$ cat src/rtl/alu_ext_pkg.sv
package alu_ext_pkg;
  localparam int DATA_W  = 8;
  localparam int FUNCT_W = 6;
  localparam int OP_W    = 2;
  localparam int CTL_W   = 3;

  typedef enum logic [CTL_W-1:0] {
    CTL_AND = 3'b000,
    CTL_OR  = 3'b001,
    CTL_ADD = 3'b010,
    CTL_SUB = 3'b110,
    CTL_SLT = 3'b111
  } aluCtl_e;

  typedef struct packed {
    aluCtl_e aluCtl;
    logic    extSel;
  } ctlStrobe_t;
endpackage

$ cat src/rtl/alu_ext_dec.sv
module alu_ext_dec
  import alu_ext_pkg::*;
(
  input  logic [OP_W-1:0]    aluOp,
  input  logic [FUNCT_W-1:0] funct,
  output ctlStrobe_t         strobe
);
  aluCtl_e ctl;
  logic    sel;

  always_comb begin
    ctl = CTL_ADD;
    case (aluOp)
      2'b00:   ctl = CTL_ADD;
      2'b01:   ctl = CTL_SUB;
      default: begin
        case (funct)
          6'b100000: ctl = CTL_ADD;
          6'b100010: ctl = CTL_SUB;
          6'b100100: ctl = CTL_AND;
          6'b100101: ctl = CTL_OR;
          6'b101010: ctl = CTL_SLT;
          default:   ctl = CTL_ADD;
        endcase
      end
    endcase
    sel = aluOp[1] & funct[0] & funct[2] & funct[3];
    strobe.aluCtl = ctl;
    strobe.extSel = sel;
  end

  // the extension code must always select the extension leg
  always_comb begin
    if (aluOp[1] && funct == 6'b101111)
      a_r4_ext_code_sel: assert (sel);
  end
endmodule

$ cat src/rtl/alu_ext_datapath.sv
module alu_ext_datapath
  import alu_ext_pkg::*;
(
  input  logic              clk,
  input  logic              rstN,
  input  ctlStrobe_t        strobe,
  input  logic [DATA_W-1:0] srcA,
  input  logic [DATA_W-1:0] srcB,
  input  logic [DATA_W-1:0] extResult,
  output logic [DATA_W-1:0] extOperand,
  output logic              aluZero,
  output logic [DATA_W-1:0] result,
  output logic [DATA_W-1:0] resultQ
);
  logic              bInv;
  logic [DATA_W-1:0] bMod;
  logic [DATA_W-1:0] sum;
  logic              lessThan;
  logic [DATA_W-1:0] aluY;

  assign extOperand = srcA;
  assign bInv       = strobe.aluCtl[CTL_W-1];
  assign bMod       = srcB ^ {DATA_W{bInv}};
  assign sum        = srcA + bMod + DATA_W'(bInv);
  assign lessThan   = $signed(srcA) < $signed(srcB);

  always_comb begin
    case (strobe.aluCtl[1:0])
      2'b00:   aluY = srcA & bMod;
      2'b01:   aluY = srcA | bMod;
      2'b10:   aluY = sum;
      default: aluY = {{(DATA_W-1){1'b0}}, lessThan};
    endcase
  end

  assign aluZero = (aluY == '0);
  assign result  = strobe.extSel ? extResult : aluY;

  always_ff @(posedge clk) begin
    if (!rstN) resultQ <= '0;
    else       resultQ <= result;
  end

  // the output register tracks the selected result
  a_r9_reg_tracks: assert property (@(posedge clk) disable iff (!rstN)
    rstN |=> resultQ == $past(result));

  // a zero flag outside the extension leg means the written result is zero
  a_r8_zero_result: assert property (@(posedge clk) disable iff (!rstN)
    (aluZero && !strobe.extSel) |-> result == '0);
endmodule

$ cat src/rtl/alu_ext_top.sv
module alu_ext_top
  import alu_ext_pkg::*;
(
  input  logic                clk,
  input  logic                rstN,
  input  logic [OP_W-1:0]     aluOp,
  input  logic [FUNCT_W-1:0]  funct,
  input  logic [DATA_W-1:0]   srcA,
  input  logic [DATA_W-1:0]   srcB,
  output logic [DATA_W-1:0]   extOperand,
  input  logic [DATA_W-1:0]   extResult,
  output logic [CTL_W-1:0]    aluCtl,
  output logic                extSel,
  output logic                aluZero,
  output logic [DATA_W-1:0]   result,
  output logic [DATA_W-1:0]   resultQ
);
  ctlStrobe_t strobe;

  alu_ext_dec u_dec (
    .aluOp  (aluOp),
    .funct  (funct),
    .strobe (strobe)
  );

  alu_ext_datapath u_dp (
    .clk        (clk),
    .rstN       (rstN),
    .strobe     (strobe),
    .srcA       (srcA),
    .srcB       (srcB),
    .extResult  (extResult),
    .extOperand (extOperand),
    .aluZero    (aluZero),
    .result     (result),
    .resultQ    (resultQ)
  );

  assign aluCtl = strobe.aluCtl;
  assign extSel = strobe.extSel;

  // address-calculation class adds and never selects the extension
  a_r1_addr_add: assert property (@(posedge clk) disable iff (!rstN)
    aluOp == 2'b00 |-> (aluCtl == 3'b010 && !extSel));

  // branch class subtracts and never selects the extension
  a_r2_branch_sub: assert property (@(posedge clk) disable iff (!rstN)
    aluOp == 2'b01 |-> (aluCtl == 3'b110 && !extSel));

  // standard R-type codes keep the ALU leg on the result bus
  a_r3_std_no_ext: assert property (@(posedge clk) disable iff (!rstN)
    (aluOp[1] && (funct == 6'b100000 || funct == 6'b100010 || funct == 6'b100100 ||
                  funct == 6'b100101 || funct == 6'b101010)) |-> !extSel);

  // when the extension leg is chosen the bus carries its value
  a_r5_ext_on_bus: assert property (@(posedge clk) disable iff (!rstN)
    extSel |-> result == extResult);

  // the extension unit always sees the first operand
  a_r6_operand_feed: assert property (@(posedge clk) disable iff (!rstN)
    extOperand == srcA);
endmodule

$ cat config.mk
export PLATFORM = sky130hd
export DESIGN_NAME = alu_ext_top
export DESIGN_NICKNAME = d
export VERILOG_FILES = /design/src/rtl/alu_ext_pkg.sv /design/src/rtl/alu_ext_dec.sv /design/src/rtl/alu_ext_datapath.sv /design/src/rtl/alu_ext_top.sv
export SDC_FILE = /design/constraint.sdc
export NUM_CORES = 1
export LEC_CHECK = 0
export ABC_AREA = 1
export CORE_UTILIZATION = 47
export CTS_CLUSTER_DIAMETER = 60
export CTS_CLUSTER_SIZE = 25
export DETAILED_ROUTE_END_ITERATION = 6
export PLACE_DENSITY_LB_ADDON = 0.12
export SLEW_MARGIN = 15
export SYNTH_ARGS = -nofsm -noshare
export SYNTH_HDL_FRONTEND = slang
export SYNTH_HIERARCHICAL = 1
export SYNTH_SLANG_ARGS = --single-unit
$ cat constraint.sdc
create_clock -name clk -period 7.2 [get_ports clk]
set_input_delay 1.44 -clock clk [delete_from_list [all_inputs] [get_ports clk]]
set_output_delay 1.44 -clock clk [all_outputs]
set_load 0.005 [all_outputs]
==> flow_summary_export.csv, run 1 <==
group,metric,value,unit
global_routing,grt_overflow,0,
route,routed_via_density,4.80,
route,ant_nets,0,
outcome,outcome,"finished, final reports clean",
synth,synth_top_cell_by_area,"ha_1",
synth,ys_seq_area_share,10.4,%
global_routing,track_usage,21.7,%
route,drc_errors,0,
cells_and_area,largest_register,"u_dp/resultQ",
timing,slew_headroom,60.6,%
power_and_ir_drop,ir_drop,0.0000771,V
floorplan,floorplan.initialDensity,50.2,%
clocking,cts_tree,"built",
power_and_ir_drop,power_density,123,nW/um2
cells_and_area,n_antenna_cell,0,
route,top_layer,"met4",
placement,dp_slack,1020,ps
min_path,hp-class,"input port to flip-flop",
floorplan,die_h,59.3,um
clocking,clk_pin_slew_worst_paths,50,ps
power_and_ir_drop,total_power,0.267,mW
floorplan,die_area,3520,um2
cells_and_area,syn_to_final_growth,40.7,%
setup_path,path_class,"input port to output port",
global_routing,grt_pass1_vias,1498,
synth,syn_area,1550,um2
synth,synth-seq-cells,8,
timing,drv_slew,0,
placement,dpl.hpwl,3110,um
cells_and_area,fin_util,70.7,%
route,wl_met3,117,um
clocking,ctsResizeCount,0,
floorplan,fp.dieW,59.3,um
route,via_count,1739,
synth,yosysUniqueCellTypes,27,
flow_run,drv_cap,0,
clocking,cts_sinks,8,
setup_path,worstPathRequired,5760,ps
global_routing,grt_pass1_wl,6020,um
timing,finalCritPeriodShare,85.7,%
timing,grt_setup_unrepaired,"false",
global_routing,antenna_found_initial,0,
clocking,cts_buffers,3,
clocking,root_buffer,"clkbuf_4",
synth,yosysTopAreaCellShare,17.8,%
route,avgRoutedWirePerCell,10.0,um
synth,netlist_top_cells_area,"ha_1 (18%), nand2_1 (18%), inv_1 (11%), dfxtp_1 (10%), nand3_1 (7.8%)",
timing,period_needed,6170,ps
clocking,clockBufferDepth,2,
timing,setup_viol,0,
setup_path,critPathMaxFanout,10,
route,wl,3620,um
floorplan,io_pins,63,
cells_and_area,nNetsFinal,377,
synth,avgSynthCellArea,5.90,um2
route,wl_met1,1630,um
route,route.met2.wl,1850,um
timing,hold_violations,0,
route,first_pass_iters,5,
setup_path,worstPathArrival,4730,ps
global_routing,grt_max_degree,11,
setup_path,crit_path_start,"funct[4]",
setup_path,cp-start-kind,"input port",
floorplan,core,3080,um2
synth,syn-num-nets,319,
clocking,cts_hold_buf,0,
cells_and_area,drive_gt1_share,6.92,%
timing,finalSetupTns,0,ps
cells_and_area,largest_register_ffs,8,
setup_path,critPathCapture,"aluZero",
route,drtIter0Drc,63,
clocking,htreeDepth,1,
floorplan,placementRows,20,
timing,fin_ws,1030,ps
timing,fmax,0.162,GHz
placement,portBuffers,62,
timing,worstMarginPinSlew,587,ps
synth,syn_inst,262,
power_and_ir_drop,p_leak,1.18,nW
synth,yosysWarnings,6,
clocking,cts_setup_buffers,0,
placement,gp_congestion,0.843,
setup_path,critical_path.endpoint_type,"output port",
timing,whs,1780,ps
cells_and_area,reg_top3,"u_dp/resultQ: 8 flops",
-- cell families after synthesis --
logic type,Yosys count,synth area share (%)
xor gates and xnor gates,8,4.53
and+or+nand+nor,139,40.4
DFF,8,10.4
adders and majority gates,23,19.1
buffers and inverters,62,17.8
AOI/OAI and AO/OA,22,7.77
-- routing by layer --
layer  vias up  global-route usage, %
li1        923                      -
met4         0                   2.04
met1       770                   25.6
met2        40                   41.7
met3         6                   3.71
met5         -                      0
-- cell usage after synthesis --
cell,instances
nand2_1,73
inv_1,47
nand3_1,24
ha_1,22
nor2_1,20
a21oi_1,12
buf_4,9
dfxtp_1,8
xnor2_1,8
or2_2,6
nand4_1,5
o21ai_0,5
inv_2,3
nor2_2,3
a21o_1,2
nand2_2,2
nand2_4,2
nand3b_1,2
buf_2,1
buf_6,1
clkinv_1,1
fa_1,1
nor2_4,1
nor4_1,1
o211ai_1,1
o21ai_1,1
o21bai_1,1
-- per-stage QoR --
step,std cells,instance area (um2)
floorplan,262,1550
global placement,359,2150
detailed placement,359,2150
CTS,362,2170
global route,362,2170
finish,362,2170
-- final cells by class --
| class | count | area, um2 |
|---|---|---|
| Tap cell | 44 | 55.1 |
| Timing Repair Buffer | 64 | 636 |
| Inverter | 51 | 191 |
| Multi-Input combinational cell | 192 | 1110 |
| Fill cell | 313 | 903 |
| Sequential cell | 8 | 160 |
| Clock buffer | 3 | 22.5 |
-- placed cells by master (no fill, tap or decap), drive strengths merged --
cell type / instances
o211ai: 1
xnor2: 8
o21ai: 6
clkdlybuf4s50: 62
dfxtp: 8
buf: 2
clkbuf: 3
inv: 50
fa: 1
nor2: 24
or2: 6
nand3: 24
ha: 22
o21bai: 1
clkinv: 1
nand3b: 2
a21o: 2
a21oi: 12
nor4: 1
nand2: 77
nand4: 5
-- critical path, stage by stage --
cell and delay (ps):
clkdlybuf4s50_1 450, inv_1 70, nand2_1 60, nor2_2 120, nand2_1 50, nand2_1 50
inv_1 50, nor2_2 70, buf_4 210, xnor2_1 160, inv_1 100, fa_1 440
or2_2 310, nand3_1 70, nand3_1 90, nor2_1 100, nand4_1 80, nor2_1 110
nand3_1 80, nor2_1 80, clkdlybuf4s50_1 510
-- worst min-delay path by stage --
stage	slack, ps	startpoint	depth (start not counted)	to
finish	1780	extResult[1]	3	u_dp/resultQ[1]
global route	1790	extResult[3]	3	u_dp/resultQ[3]
CTS	1780	extResult[1]	3	u_dp/resultQ[1]
detailed placement	2030	extResult[1]	3	u_dp/resultQ[1]
global placement	2030	extResult[0]	3	u_dp/resultQ[0]
floorplan	1600	extResult[6]	2	u_dp/resultQ[6]
-- where the power goes --
part	internal, mW	switching [mW]
Sequential	0.0515	0.00172
Combinational	0.0949	0.0862
Clock	0.0190	0.0140
(Power assumes the default switching activity.)
==> run 2: changes to the inputs <==
--- a/config.mk
+++ b/config.mk
@@ -6,12 +6,12 @@
 export NUM_CORES = 1
 export LEC_CHECK = 0
 export ABC_AREA = 1
-export CORE_UTILIZATION = 47
+export CORE_UTILIZATION = 48
+export CTS_BUF_LIST = sky130_fd_sc_hd__clkbuf_2
 export CTS_CLUSTER_DIAMETER = 60
 export CTS_CLUSTER_SIZE = 25
 export DETAILED_ROUTE_END_ITERATION = 6
 export PLACE_DENSITY_LB_ADDON = 0.12
-export SLEW_MARGIN = 15
 export SYNTH_ARGS = -nofsm -noshare
 export SYNTH_HDL_FRONTEND = slang
 export SYNTH_HIERARCHICAL = 1
==> flow_summary_export.csv, run 2 (synthesized netlist as in run 1, its figures left out) <==
group,metric,value,unit
outcome,outcome,"finished, final reports clean",
route,via_count,1700,
setup_path,critical_path.endpoint_type,"output port",
timing,drv_slew,0,
placement,gp_congestion,0.843,
placement,dpl.hpwl,3120,um
power_and_ir_drop,clkPwrFrac,10.3,%
timing,hold_violations,0,
floorplan,core,3050,um2
floorplan,floorplan.initialDensity,50.6,%
setup_path,crit_slowest_cell,"clkdlybuf4s50_1",
floorplan,die_area,3450,um2
placement,portBuffers,62,
route,ant_nets,0,
timing,finalSetupTns,0,ps
clocking,cts_setup_buffers,0,
timing,fmax,0.161,GHz
setup_path,cp-start-kind,"input port",
setup_path,worstPathRequired,5760,ps
global_routing,grt_pass1_vias,1601,
setup_path,critPathMaxFanout,10,
global_routing,track_usage,24.1,%
clocking,htreeDepth,1,
clocking,cts_buffers,3,
clocking,ctsResizeCount,0,
cells_and_area,final_cell_mix,"nand2_1 (73), clkdlybuf4s50_1 (62), inv_1 (47), nand3_1 (24), ha_1 (22)",
cells_and_area,syn_to_final_growth,40.2,%
timing,grt_setup_unrepaired,"false",
clocking,clockBufferDepth,2,
route,routed_via_density,4.70,
timing,whs,1790,ps
cells_and_area,n_antenna_cell,0,
global_routing,grt_overflow,0,
cells_and_area,largest_register,"u_dp/resultQ",
cells_and_area,drive_gt1_share,6.92,%
floorplan,io_pins,63,
global_routing,grt_pass1_wl,6580,um
floorplan,placementRows,20,
clocking,clk_pin_slew_worst_paths,80,ps
timing,period_needed,6200,ps
power_and_ir_drop,swShare,39.4,%
setup_path,slowest_delay,510,ps
min_path,hp-class,"input port to flip-flop",
global_routing,antenna_found_initial,0,
timing,slew_headroom,61.3,%
power_and_ir_drop,p_sw,0.102,mW
clocking,cts_hold_buf,0,
route,first_pass_iters,5,
clocking,root_buffer,"clkbuf_2",
timing,setup_viol,0,
power_and_ir_drop,power_density,120,nW/um2
route,drtIter0Drc,77,
route,avgRoutedWirePerCell,10.0,um
cells_and_area,reg_top3,"u_dp/resultQ: 8 flops",
power_and_ir_drop,seq_power_share,20.4,%
setup_path,worstPathArrival,4760,ps
timing,worstMarginPinSlew,576,ps
setup_path,path_class,"input port to output port",
floorplan,die_h,58.7,um
route,wl,3630,um
setup_path,crit_chain,"clkdlybuf4s50_1 > inv_1 > nand2_1 > nor2_2 > nand2_1 > nand2_1 > inv_1 > nor2_2 > buf_4 > xnor2_1 > inv_1 > fa_1 > or2_2 > nand3_1 > nand3_1 > nor2_1 > nand4_1 > nor2_1 > nand3_1 > nor2_1 > clkdlybuf4s50_1",
timing,finalCritPeriodShare,86.1,%
cells_and_area,final_common_cell,"nand2_1",
cells_and_area,nNetsFinal,377,
flow_run,drv_cap,0,
cells_and_area,largest_register_ffs,8,
clocking,cts_tree,"built",
floorplan,fp.dieW,58.7,um
power_and_ir_drop,ir_drop,0.0000500,V
power_and_ir_drop,p_int,0.158,mW
clocking,cts_sinks,8,
route,drc_errors,0,
power_and_ir_drop,combPwrFrac,69.3,%
power_and_ir_drop,p_leak,1.18,nW
global_routing,grt_max_degree,11,
run 2: cell counts in the layout (fill, tap and decap cells not counted):
Identical to the previous run, type by type.
run 2: final cells by class:
cell class / count / area, um2
Clock buffer: 3 / 15.0
Fill cell: 278 / 886
Inverter: 51 / 191
Multi-Input combinational cell: 192 / 1110
Sequential cell: 8 / 160
Tap cell: 44 / 55.1
Timing Repair Buffer: 64 / 636
run 2: power by group through the flow:
stage / clock network [mW] / logic (mW) / registers (mW)
after floorplan: 0 / 0.0998 / 0.0552
after global placement: 0 / 0.178 / 0.0539
after detailed placement: 0 / 0.180 / 0.0542
after CTS: 0.0284 / 0.181 / 0.0533
after global routing: 0.0309 / 0.204 / 0.0540
final: 0.0268 / 0.180 / 0.0531
run 2: metal layers:
| metal | GRT usage (%) | vias up | routed length (um) |
|---|---|---|---|
| li1 | - | 926 | - |
| met1 | 30.0 | 729 | 1660 |
| met2 | 44.3 | 43 | 1820 |
| met3 | 3.96 | 2 | 141 |
| met4 | 3.06 | 0 | 9 |
| met5 | 0 | - | 0 |
run 2: path summary, 6_finish.rpt:
kind                      from               to  slack [ps]  cells past startpoint
hold / removal    extResult[1]  u_dp/resultQ[1]        1790                      3
setup / recovery      funct[4]          aluZero        1000                     21
run 2: per-stage QoR:
stage / utilization (%) / setup slack, ps / area (um2) / total power, mW / std cells
floorplan: - / 2190 / 1550 / 0.155 / 262
finish: 71.0 / 1000 / 2170 / 0.260 / 362
CTS: 71.0 / 981 / 2170 / 0.263 / 362
global route: 71.0 / 722 / 2170 / 0.289 / 362
global placement: 70.5 / 1090 / 2150 / 0.231 / 359
detailed placement: 70.5 / 980 / 2150 / 0.234 / 359
run 2: critical path: cells and delay by family:
family	cells	cell delay, ps
and+or+nand+nor	13	1270
xor gates and xnor gates	1	160
buffers and inverters	6	1410
adders and majority gates	1	450
==> run 3: changes to the inputs <==
--- a/config.mk
+++ b/config.mk
@@ -6,7 +6,7 @@
 export NUM_CORES = 1
 export LEC_CHECK = 0
 export ABC_AREA = 1
-export CORE_UTILIZATION = 48
+export CORE_UTILIZATION = 45
 export CTS_BUF_LIST = sky130_fd_sc_hd__clkbuf_2
 export CTS_CLUSTER_DIAMETER = 60
 export CTS_CLUSTER_SIZE = 25
==> constraint.sdc (replaced) <==
create_clock -name clk -period 6.55 [get_ports clk]
set_input_delay 1.31 -clock clk [delete_from_list [all_inputs] [get_ports clk]]
set_output_delay 1.31 -clock clk [all_outputs]
set_load 0.005 [all_outputs]
==> flow_summary_export.csv, run 3 (synthesized netlist as in run 1, its figures left out) <==
group,metric,value,unit
power_and_ir_drop,ir_drop,0.0000644,V
placement,portBuffers,62,
cells_and_area,largest_register,"u_dp/resultQ",
setup_path,crit_path_start,"funct[4]",
clocking,ctsResizeCount,0,
timing,whs,1650,ps
cells_and_area,n_antenna_cell,0,
floorplan,io_pins,63,
global_routing,grtUsageMet1,28.1,%
global_routing,met2_usage,41.1,%
floorplan,die_h,60.6,um
setup_path,cp-start-kind,"input port",
cells_and_area,nNetsFinal,377,
placement,dp.cells,359,
placement,dp_slack,667,ps
global_routing,busiest_layer,"met2",
timing,worstMarginPinSlew,584,ps
timing,drv_slew,0,
placement,gp_congestion,0.911,
clocking,htreeDepth,1,
route,routed_via_density,4.83,
route,drtIter0Drc,71,
clocking,root_buffer,"clkbuf_2",
clocking,clk_pin_slew_worst_paths,70,ps
timing,finalSetupTns,0,ps
cells_and_area,final_cell_mix,"nand2_1 (73), clkdlybuf4s50_1 (62), inv_1 (47), nand3_1 (24), ha_1 (22)",
route,first_pass_iters,5,
timing,setup_viol,0,
global_routing,track_usage,22.7,%
timing,fmax,0.170,GHz
global_routing,antenna_found_initial,0,
clocking,cts_sinks,8,
route,wl,3830,um
global_routing,grt_overflow,0,
floorplan,fp.dieW,60.6,um
route,ant_nets,0,
flow_run,drv_cap,0,
clocking,cts_tree,"built",
setup_path,critPathCapture,"aluZero",
cells_and_area,fin_cells,362,
cells_and_area,largest_register_ffs,8,
setup_path,critPathMaxFanout,4,
setup_path,worstPathArrival,4560,ps
cells_and_area,final_common_cell,"nand2_1",
floorplan,core,3150,um2
timing,hold_violations,0,
floorplan,floorplan.initialDensity,49.0,%
outcome,outcome,"finished, final reports clean",
placement,place_area,2150,um2
clocking,cts_buffers,3,
setup_path,path_class,"input port to output port",
route,avgRoutedWirePerCell,10.6,um
setup_path,critical_path.endpoint_type,"output port",
route,via_count,1748,
route,drc_errors,0,
timing,fin_ws,676,ps
min_path,hp-class,"input port to flip-flop",
cells_and_area,drive_gt1_share,6.92,%
cells_and_area,syn_to_final_growth,40.2,%
cells_and_area,reg_top3,"u_dp/resultQ: 8 flops",
global_routing,grt_pass1_vias,1483,
clocking,clockBufferDepth,2,
clocking,cts_hold_buf,0,
floorplan,placementRows,20,
timing,grt_setup_unrepaired,"false",
floorplan,die_area,3670,um2
global_routing,grt_pass1_wl,6290,um
power_and_ir_drop,power_density,133,nW/um2
global_routing,use_met3,4.26,%
setup_path,worstPathRequired,5240,ps
power_and_ir_drop,p_leak,1.18,nW
timing,finalCritPeriodShare,89.7,%
timing,slew_headroom,60.8,%
clocking,cts_setup_buffers,0,
placement,dpl.hpwl,3330,um
timing,period_needed,5870,ps
global_routing,grt_max_degree,10,
cells_and_area,final_cell_area,2170,um2
cells_and_area,fillCellCount,309,
-- run 3: cell counts in the layout (fill, tap and decap cells not counted) --
Identical to the previous run, type by type.
-- run 3: how the worst min path moves through the flow --
stage	start	end	cells past startpoint
5_1_grt	extResult[0]	u_dp/resultQ[0]	3
4_1_cts	extResult[0]	u_dp/resultQ[0]	3
6_report	extResult[6]	u_dp/resultQ[6]	3
3_5_place_dp	extResult[1]	u_dp/resultQ[1]	3
3_3_place_gp	extResult[4]	u_dp/resultQ[4]	3
2_1_floorplan	extResult[6]	u_dp/resultQ[6]	2
-- run 3: power breakdown --
part           total (mW)  switching, mW  internal [mW]
combinational       0.199         0.0952          0.104
clock              0.0300         0.0176         0.0125
sequential         0.0585        0.00197         0.0565
total               0.288          0.115          0.173
-- run 3: worst max-delay path, stage by stage --
cell,delay (ps)
clkdlybuf4s50_1,450
inv_1,80
nand2_1,50
nor2_2,120
nand2_1,60
nand2_1,50
inv_1,50
nor2_2,160
xnor2_1,210
inv_1,130
fa_1,460
or2_2,310
nand3_1,70
nand3_1,90
nor2_1,100
nand4_1,80
nor2_1,100
nand3_1,80
nor2_1,80
clkdlybuf4s50_1,520
-- run 3: per-stage QoR --
stage          power (mW)  util (%)
6_report            0.288      68.7
5_1_grt             0.317      68.7
4_1_cts             0.290      68.7
3_5_place_dp        0.259      68.3
3_3_place_gp        0.256      68.3
2_1_floorplan       0.170         -
-- run 3: final cells by class --
type / instances / area [um2] / share of cell area, %
Multi-Input combinational cell: 192 / 1110 / 51.2
Timing Repair Buffer: 64 / 636 / 29.3
Inverter: 51 / 191 / 8.83
Sequential cell: 8 / 160 / 7.39
Tap cell: 44 / 55.1 / 2.54
Clock buffer: 3 / 15.0 / 0.693
-- run 3: metal layers --
metal | wire [um] | part of all wire (%)
met1 | 1670 | 44
met4 | 12 | 0.31
met2 | 1920 | 50
met3 | 226 | 5.9
met5 | 0 | 0
